[config.mk]
export PLATFORM = sky130hd
export DESIGN_NAME = irq_aggregator
export DESIGN_NICKNAME = d
export VERILOG_FILES = /design/src/rtl/irq_aggregator.sv
export SDC_FILE = /design/constraint.sdc
export NUM_CORES = 2
export LEC_CHECK = 0
export BUFFER_PORTS_ARGS = -buffer_cell sky130_fd_sc_hd__buf_2
export CAP_MARGIN = 20
export CELL_PAD_IN_SITES_DETAIL_PLACEMENT = 1
export CELL_PAD_IN_SITES_GLOBAL_PLACEMENT = 1
export CORE_MARGIN = 4
export CORE_UTILIZATION = 44
export DETAILED_ROUTE_END_ITERATION = 7
export PLACE_DENSITY_LB_ADDON = 0.25
export SYNTH_ARGS = -nofsm -noshare
export SYNTH_HDL_FRONTEND = slang
export SYNTH_SLANG_ARGS = --single-unit
[constraint.sdc]
create_clock -name clk -period 4.3 [get_ports clk]
set_clock_uncertainty 0.2 [all_clocks]
set_input_delay 0.215 -clock clk [delete_from_list [all_inputs] [get_ports clk]]
set_output_delay 0.215 -clock clk [all_outputs]
set_load 0.1 [all_outputs]
[src/rtl/irq_aggregator.sv]
module irq_aggregator (
  input  logic         clk,
  input  logic         rst_n,
  input  logic [351:0] evt_i,
  input  logic [15:0]  msg_ctrl,
  input  logic         reg_we,
  input  logic [5:0]   reg_addr,
  input  logic [31:0]  reg_wdata,
  output logic [31:0]  reg_rdata,
  output logic         irq_req
);
  localparam int NG = 11;
  localparam int DW = 32;
  localparam logic [3:0] MASTER_GRP = 4'd15;

  logic [3:0] a_grp;
  logic [1:0] a_reg;
  logic       grp_ok, wr_mst, wr_any;
  logic [DW-1:0] mask_r [NG];
  logic [DW-1:0] id_r   [NG];
  logic [DW-1:0] en_r   [NG];
  logic [DW-1:0] pend   [NG];
  logic [30:0] sum;
  logic gie_r, gated, gated_q, recheck_q, msg_ok;

  assign a_grp  = reg_addr[5:2];
  assign a_reg  = reg_addr[1:0];
  assign grp_ok = a_grp < 4'(NG);
  assign wr_mst = reg_we && a_grp == MASTER_GRP && a_reg == 2'd0;
  assign wr_any = (reg_we && grp_ok && a_reg != 2'd0) || wr_mst;

  always_comb
    for (int g = 0; g < NG; g++) pend[g] = id_r[g] & en_r[g];

  always_comb begin
    sum     = '0;
    sum[0]  = |pend[0][15:0];
    sum[1]  = |pend[0][31:16];
    sum[2]  = |pend[1][15:0];
    sum[3]  = |pend[1][31:16];
    sum[4]  = |pend[2][15:0];
    sum[6]  = |pend[3][15:0];
    sum[16] = |pend[4];
    sum[17] = |pend[5];
    sum[18] = |pend[6];
    sum[20] = |pend[7];
    sum[22] = |pend[8];
    sum[23] = |pend[9];
    sum[30] = |pend[10];
  end

  assign gated   = gie_r & (|sum);
  assign msg_ok  = msg_ctrl == 16'h0001;
  assign irq_req = msg_ok & gated & (~gated_q | recheck_q);

  always_ff @(posedge clk) begin
    if (!rst_n) begin
      for (int g = 0; g < NG; g++) begin
        mask_r[g] <= '1;
        id_r[g]   <= '0;
        en_r[g]   <= '0;
      end
      gie_r     <= 1'b0;
      gated_q   <= 1'b0;
      recheck_q <= 1'b0;
    end else begin
      for (int g = 0; g < NG; g++) begin
        if (reg_we && a_grp == 4'(g) && a_reg == 2'd1) mask_r[g] <= reg_wdata;
        if (reg_we && a_grp == 4'(g) && a_reg == 2'd3) en_r[g]   <= reg_wdata;
        id_r[g] <= (id_r[g] & ~((reg_we && a_grp == 4'(g) && a_reg == 2'd2) ? reg_wdata : '0))
                 | (evt_i[g*DW +: DW] & ~mask_r[g]);
      end
      if (wr_mst) gie_r <= reg_wdata[31];
      gated_q   <= gated;
      recheck_q <= wr_any | (|evt_i);
    end
  end

  always_comb begin
    reg_rdata = '0;
    if (grp_ok) begin
      case (a_reg)
        2'd0:    reg_rdata = evt_i[a_grp*DW +: DW];
        2'd1:    reg_rdata = mask_r[a_grp];
        2'd2:    reg_rdata = id_r[a_grp];
        default: reg_rdata = en_r[a_grp];
      endcase
    end else if (a_grp == MASTER_GRP && a_reg == 2'd0) begin
      reg_rdata = {gie_r, sum};
    end
  end

  for (genvar gv = 0; gv < NG; gv++) begin : g_chk
    p_masked_hold_r4: assert property (@(posedge clk) disable iff (!rst_n)
      (~|(evt_i[gv*DW +: DW] & ~mask_r[gv]) && !(reg_we && a_grp == 4'(gv) && a_reg == 2'd2))
      |=> $stable(id_r[gv]));
  end

  p_gie_hold_r8: assert property (@(posedge clk) disable iff (!rst_n)
    !wr_mst |=> $stable(gie_r));

  p_rise_pulse_r9: assert property (@(posedge clk) disable iff (!rst_n)
    ($rose(gated) && msg_ctrl == 16'h0001) |-> irq_req);

  p_irq_summary_r6: assert property (@(posedge clk) disable iff (!rst_n)
    irq_req |-> (|reg_rdata_sum_chk));

  p_irq_gie_r11: assert property (@(posedge clk) disable iff (!rst_n)
    irq_req |-> gie_r);

  p_irq_msg_r12: assert property (@(posedge clk) disable iff (!rst_n)
    irq_req |-> (msg_ctrl[0] && msg_ctrl[15:1] == 15'd0));

  logic [30:0] reg_rdata_sum_chk;
  assign reg_rdata_sum_chk = sum;
endmodule

# --- Word level (Yosys, flattened, before mapping) ---
# Memory sizes are Yosys's and may differ from the RTL's.
# Cells that the tools add are included.
word_totals:
  ff_bits: 3
  ramBits: 1056
  inputBits: 409
  out_inout_bits: 33
  wordCells: 311
  mem_count: 3
mem_list:
  columns: ["name", "depth", "word_bits", "read_ports", "rd_ports_with_merged_regs", "wr", "line", "text"]
  rows:
  - ["en_r", 11, 32, 12, 0, 11, "21", "logic [DW-1:0] en_r [NG];"]
  - ["id_r", 11, 32, 12, 0, 11, "20", "logic [DW-1:0] id_r [NG];"]
  - ["mask_r", 11, 32, 12, 0, 11, "19", "logic [DW-1:0] mask_r [NG];"]
op_classes:
  n_lt_le_gt_ge: 1
  n_eq_ne: 15
  shifts: 1
  muxes: 115
  n_bitwise: 105
  n_reduce_logical: 68
op_table:
  columns: ["op", "count"]
  rows:
  - ["$mux W32", 46]
  - ["$and A32 B32 Y32", 31]
  - ["$not A32 Y32", 22]
  - ["$or A32 B32 Y32", 11]
  - ["$reduce_or A352 Y1", 1]
  - ["$shiftx A352 B10 Y32", 1]
  - ["$reduce_or A320 Y1", 1]
  - ["$reduce_or A32 Y1", 7]
  - ["$pmux W32 S3", 1]
  - ["$reduce_or A16 Y1", 6]
  - ["$mux W1", 68]
  - ["$logic_and A1 B1 Y1", 49]
  - ["$or A1 B1 Y1", 35]
  - ["$and A16 B16 Y16", 2]
  - ["$eq A16 B1 Y1 const B", 1]
  - ["$eq A4 B3 Y1 const B", 4]
  - ["$eq A4 B4 Y1 const B", 4]
  - ["$eq A4 B2 Y1 const B", 2]
  - ["$eq A2 B2 Y1 const B", 2]
  - ["$eq A4 B1 Y1 const B", 1]
  - ["$logic_not A4 Y1", 1]
  - ["$lt A4 B4 Y1 const B", 1]
  - ["$and A1 B1 Y1", 3]
  - ["$eq A2 B1 Y1 const B", 1]
  - ["4 further kinds", 4]

# --- Longest topological paths before layout ---
depth:
  depth_word: 8
  depth_mapped: 12
  depth_no_buf: 6

# --- Worst setup path before layout ---
# OpenSTA, ideal clock, no wires.
synth_timing:
  path_type: "reg2out"
  from: "memory id_r[0][26]"
  to: "output port irq_req"
  arrival_ns: 5.492
  required_time_ns: 3.885
  setup_slack_ns: -1.607
  stages_incl_launch_ff: 7
  path_buffers: 0
  path_cell_list: "dfxtp_1 -> a22o_1 -> a221oi_1 -> and4_1 -> nand4_1 -> nor3_1 -> a2111oi_0"
synth_lines:
  columns: ["element", "line", "text"]
  rows:
  - ["start, declared", "20", null]
  - ["end, declared", "10", "output logic irq_req"]

==> reports/results.env <==
FINALCRITPERIODSHARE_PCT=100
FINALSETUPVIOLATIONS=1
YOSYS.CELL_TYPES.COUNT=53
CPPEAKSTAGEDELAY_NS=0.57
CLOCK_PATH_BUFFERS=3
INSERTION_DELAY_NS=0.76
POSTCTSSETUPBUFFERS=0
CRIT_CHAIN='a22oi_1 > nand4_1 > nor4_2 > nand2_1 > nor3_2 > buf_4 > a2111oi_2 > buf_2'
CORE.ROWCOUNT=130
GRT_UTIL_ALL_LAYERS_PCT=51.7
GRT_ANTENNA_BEFORE_REPAIR=91
DESIGN.DIE.AREA_UM2=133000
PLACED_CELLS=6983
GRT_PASS1_VIAS=57500
DP_WORST_SLACK_NS=0.554
SETUP_WS_NS=-0.00659
MAPPEDNETLISTNETS=5535
NUMBER_OF_SYNTHESIZED_FLOPS_WITH_AN_ENABLE_PIN=704
FINAL.SETUP.TNS_NS=-0.00659
FINAL.FILL_COUNT=13100
NETLIST.AREA_LEADER.SHARE_PCT=37.9
GRT_MAX_DEGREE=270
STDCELL_COUNT=8066
FRACTION_OF_LAYOUT_CELLS_WITH_A_SIZE_SUFFIX_ABOVE_1_PCT=18.9
DIE_W_UM=364
MAX-CAP-VIOLATIONS=0
CELL_TYPE_CONTRIBUTING_THE_MOST_TOTAL_CELL_AREA_AFTER_SYNTHESIS='sky130_fd_sc_hd__edfxtp_1'
GRT_SETUP_UNREPAIRED='false'
OVERFLOW=0
DRT_PRE_ANTENNA_ITERS=8
FAILED_CHECKS='max-slew violations, negative setup slack'
CTS-BUFFERS-INSERTED=119
TIMING.SETUP.CRITICAL_PATH_CLASS='flop to primary output'
HTREE_NUM_LEVELS=3
WORSTHOLDSTART='reg_addr[1]'
CTS.ROOT.BUFFER_CELL='sky130_fd_sc_hd__clkbuf_16'
CP_DATA_ARRIVAL_TIME_NS=3.89
CRITPATHREQUIREDTIME_NS=3.88
CLKSLEWWORSTSETUPHOLDPATHS_NS=0.07
CRITPATHLAUNCHTYPE='flop'
AREAGROWTHSYNTHTOFINISH_PCT=30.2
MAXSLEWHEADROOM_PCT=-23.3
FLOORPLAN.CORE_AREA_UM2=126000
YOSYSWARNINGCOUNT=0
TIGHTESTPINTRANSITION_NS=1.85
ROUTE.DETAILED.DRC=0
WORST_R2R_STARTPOINT='id_r[6][3]'
REGISTER_AREA_UM2=28200
HOLD_CRIT_CLASS='input pin to flop'
VIAS=58300
ROUTE.ANTENNA.REMAINING_NETS=0
SYNTH_FLOP_CELL='sky130_fd_sc_hd__edfxtp_1'
ROUTEDWLPERCELL_UM=43.5
FINAL_SLEW_VIOL_COUNT=175
SYNTH-ASYNC-RESET-RATIO_PCT=0
DIEHEIGHT_UM=364
CTS_TREE='built'
POST-LAYOUT-TOTAL-POWER_mW=28.6
DR.FIRST_ITER.DRC_COUNT=11400
WORSTSETUPSTARTPOINT='id_r[6][3]'
POWER_DENSITY_nW_PER_UM2=393
MULTI_INPUT_AREA_UM2=25400
YOSYS-TOP-CELLS-AREA='sky130_fd_sc_hd__edfxtp_1 38%, sky130_fd_sc_hd__dfxtp_1 13%, sky130_fd_sc_hd__mux4_2 10%'
CRIT_PATH_END_KIND='primary output'
CPMAXSTAGEDELAYCELL='sky130_fd_sc_hd__a22oi_1'
POST-DP-HPWL_MM=237
FLOORPLAN.IO_PINS=442
NETLIST_AREA_UM2=55800
FINAL_NETS=6642
PLACE_CONGESTION=1.04
TOTALWIRELENGTH_MM=351
SYNTHCELLS=5126
GRT_FIRST_PASS_WIRELENGTH_MM=472
CELLLEAKAGEPOWER_nW=25.4
CRIT_FANOUT=3
YS_SEQ_ELEMENTS=1059
STATUS='finished, violations left'
POST-ROUTE-MIN-PERIOD_NS=4.31
CLOCK-SINKS=1059
FINAL-HOLD-VIOLATION-COUNT=0
HOLD-WORST-SLACK_NS=0.355
MAX_CLOCK_FREQ_MHz=232
SYNTH_SEQ_AREA_SHARE_PCT=50.6
INITIAL_UTILIZATION_PCT=44.4
SYNTH.AVG_CELL_AREA_UM2=10.9
NUMPORTBUFFERS=441
AVGVIACOUNTPERCELL=7.23
WORST_VDD_RAIL_IR_DROP_mV=0.337
metrics by stage:
| step | instance area, um2 | util (%) |
|---|---|---|
| final | 72600 | 57.7 |
| after global routing | 72500 | 57.6 |
| after CTS | 72400 | 57.6 |
| after detailed placement | 60600 | 48.2 |
| after global placement | 60600 | 48.2 |
| after floorplan | 55800 | - |
Yosys cell counts (3+ instances only):
master / n
sky130_fd_sc_hd__inv_1: 46
sky130_fd_sc_hd__nor2_1: 414
sky130_fd_sc_hd__o21ai_0: 41
sky130_fd_sc_hd__buf_2: 56
sky130_fd_sc_hd__o211ai_1: 26
sky130_fd_sc_hd__mux2i_1: 181
sky130_fd_sc_hd__dfxtp_1: 355
sky130_fd_sc_hd__a221oi_2: 18
sky130_fd_sc_hd__nor3_1: 3
sky130_fd_sc_hd__or4_1: 5
sky130_fd_sc_hd__a211oi_1: 33
sky130_fd_sc_hd__clkbuf_1: 300
sky130_fd_sc_hd__nand2b_1: 36
sky130_fd_sc_hd__a22o_1: 36
sky130_fd_sc_hd__a21oi_1: 423
sky130_fd_sc_hd__nand2_1: 534
sky130_fd_sc_hd__o2bb2ai_1: 6
sky130_fd_sc_hd__a22oi_1: 106
sky130_fd_sc_hd__nor4_1: 98
sky130_fd_sc_hd__o2111ai_1: 4
sky130_fd_sc_hd__o21ai_1: 80
sky130_fd_sc_hd__mux4_2: 250
sky130_fd_sc_hd__a221o_1: 6
sky130_fd_sc_hd__nand4_1: 56
sky130_fd_sc_hd__edfxtp_1: 704
sky130_fd_sc_hd__a221oi_1: 64
sky130_fd_sc_hd__o22ai_1: 5
sky130_fd_sc_hd__and2_1: 7
sky130_fd_sc_hd__nand3_1: 31
sky130_fd_sc_hd__nor2b_1: 701
sky130_fd_sc_hd__a2bb2oi_1: 11
sky130_fd_sc_hd__o221ai_1: 3
sky130_fd_sc_hd__buf_6: 33
sky130_fd_sc_hd__or3_1: 321
sky130_fd_sc_hd__mux2_1: 21
sky130_fd_sc_hd__buf_4: 28
sky130_fd_sc_hd__buf_12: 7
sky130_fd_sc_hd__mux2_2: 33
sky130_fd_sc_hd__and4_1: 7
sky130_fd_sc_hd__buf_1: 9
sky130_fd_sc_hd__buf_8: 9
layout by cell type, fill, tap and decap left out, types with 29 or more instances in the layout:
cell                            count
sky130_fd_sc_hd__dlygate4sd3_1    779
sky130_fd_sc_hd__edfxtp_1         704
sky130_fd_sc_hd__nor2b_1          698
sky130_fd_sc_hd__nand2_1          526
sky130_fd_sc_hd__a21oi_1          423
sky130_fd_sc_hd__buf_2            405
sky130_fd_sc_hd__nor2_1           401
sky130_fd_sc_hd__dfxtp_1          355
sky130_fd_sc_hd__or3_1            320
sky130_fd_sc_hd__mux4_2           250
sky130_fd_sc_hd__mux2i_1          181
sky130_fd_sc_hd__buf_4            175
sky130_fd_sc_hd__clkbuf_16        121
sky130_fd_sc_hd__a22oi_1          105
sky130_fd_sc_hd__nor4_1            91
sky130_fd_sc_hd__o21ai_1           80
sky130_fd_sc_hd__diode_2           76
sky130_fd_sc_hd__buf_12            64
sky130_fd_sc_hd__a221oi_1          62
sky130_fd_sc_hd__nand4_1           56
sky130_fd_sc_hd__inv_1             46
sky130_fd_sc_hd__a22o_1            36
sky130_fd_sc_hd__nand2b_1          35
sky130_fd_sc_hd__mux2_2            33
sky130_fd_sc_hd__a211oi_1          33
sky130_fd_sc_hd__clkbuf_1          32
sky130_fd_sc_hd__o21ai_0           29
layout make-up:
cell class                      count  share of cell area, %
Multi-Input combinational cell   3577                   35.0
Clock buffer                      166                   4.58
Clock inverter                     62                  0.913
Timing Repair Buffer             1428                   17.2
Sequential cell                  1059                   38.9
Inverter                           48                  0.252
Tap cell                         1650                   2.84
Antenna cell                       76                  0.262
cell families (layout without fill, tap and decap cells):
logic type      after synthesis  in the layout  synth area share [%]
other cells                   0             76                     0
compound gates              867            867                  9.78
simple gates               2225           2225                  20.7
flops                      1059           1059                  50.6
buf+inv                     490           1704                  4.44
mux                         485            485                  14.4
sequential cells by signal, indices dropped and copies added (netlist names):
name and flops:
en_r 352, id_r 352, mask_r 352, gated_q 1, gie_r 1, recheck_q 1
what timing repair did:
action,CTS,global route
hold buffers,779,0
endpoints found under the hold margin,661,0
endpoints found under the setup margin,1,1
resized for setup,3,4
per-layer routing:
| layer | vias to the layer above | track usage, % | share of wire [%] | routed length, um |
|---|---|---|---|---|
| met2 | 6351 | 71.3 | 40 | 140000 |
| met3 | 1892 | 25.0 | 17 | 60700 |
| met4 | 58 | 35.9 | 8.8 | 30800 |
| met5 | - | 0.726 | 0.12 | 436 |
| li1 | 21200 | - | - | - |
| met1 | 28900 | 63.2 | 34 | 119000 |
final timing paths:
| check | slack (ns) | endpoint | depth (start not counted) |
|---|---|---|---|
| worst max-delay path | -0.007 | irq_req | 8 |
| worst min-delay path | 0.35 | en_r[10][19] | 3 |
| worst max register to register | 1.16 | gated_q | 7 |
| worst min register to register | 0.41 | gated_q | 2 |
worst max-delay path, delay by kind of cell, from the launching register on:
| family | cells | cell delay (ns) |
|---|---|---|
| buffers and inverters | 2 | 0.51 |
| flip-flops | 1 | 0.40 |
| AO/OA/AOI/OAI | 2 | 0.62 |
| AND/OR/NAND/NOR | 4 | 1.57 |
report_power, final:
part | internal [mW] | leakage (nW) | switching (mW)
logic | 2.12 | 13.7 | 3.05
clock network | 6.12 | 1.96 | 4.78
registers | 11.5 | 9.84 | 1.02
total | 19.7 | 25.4 | 8.85
No activity file was read; power rests on OpenSTA's default activity.
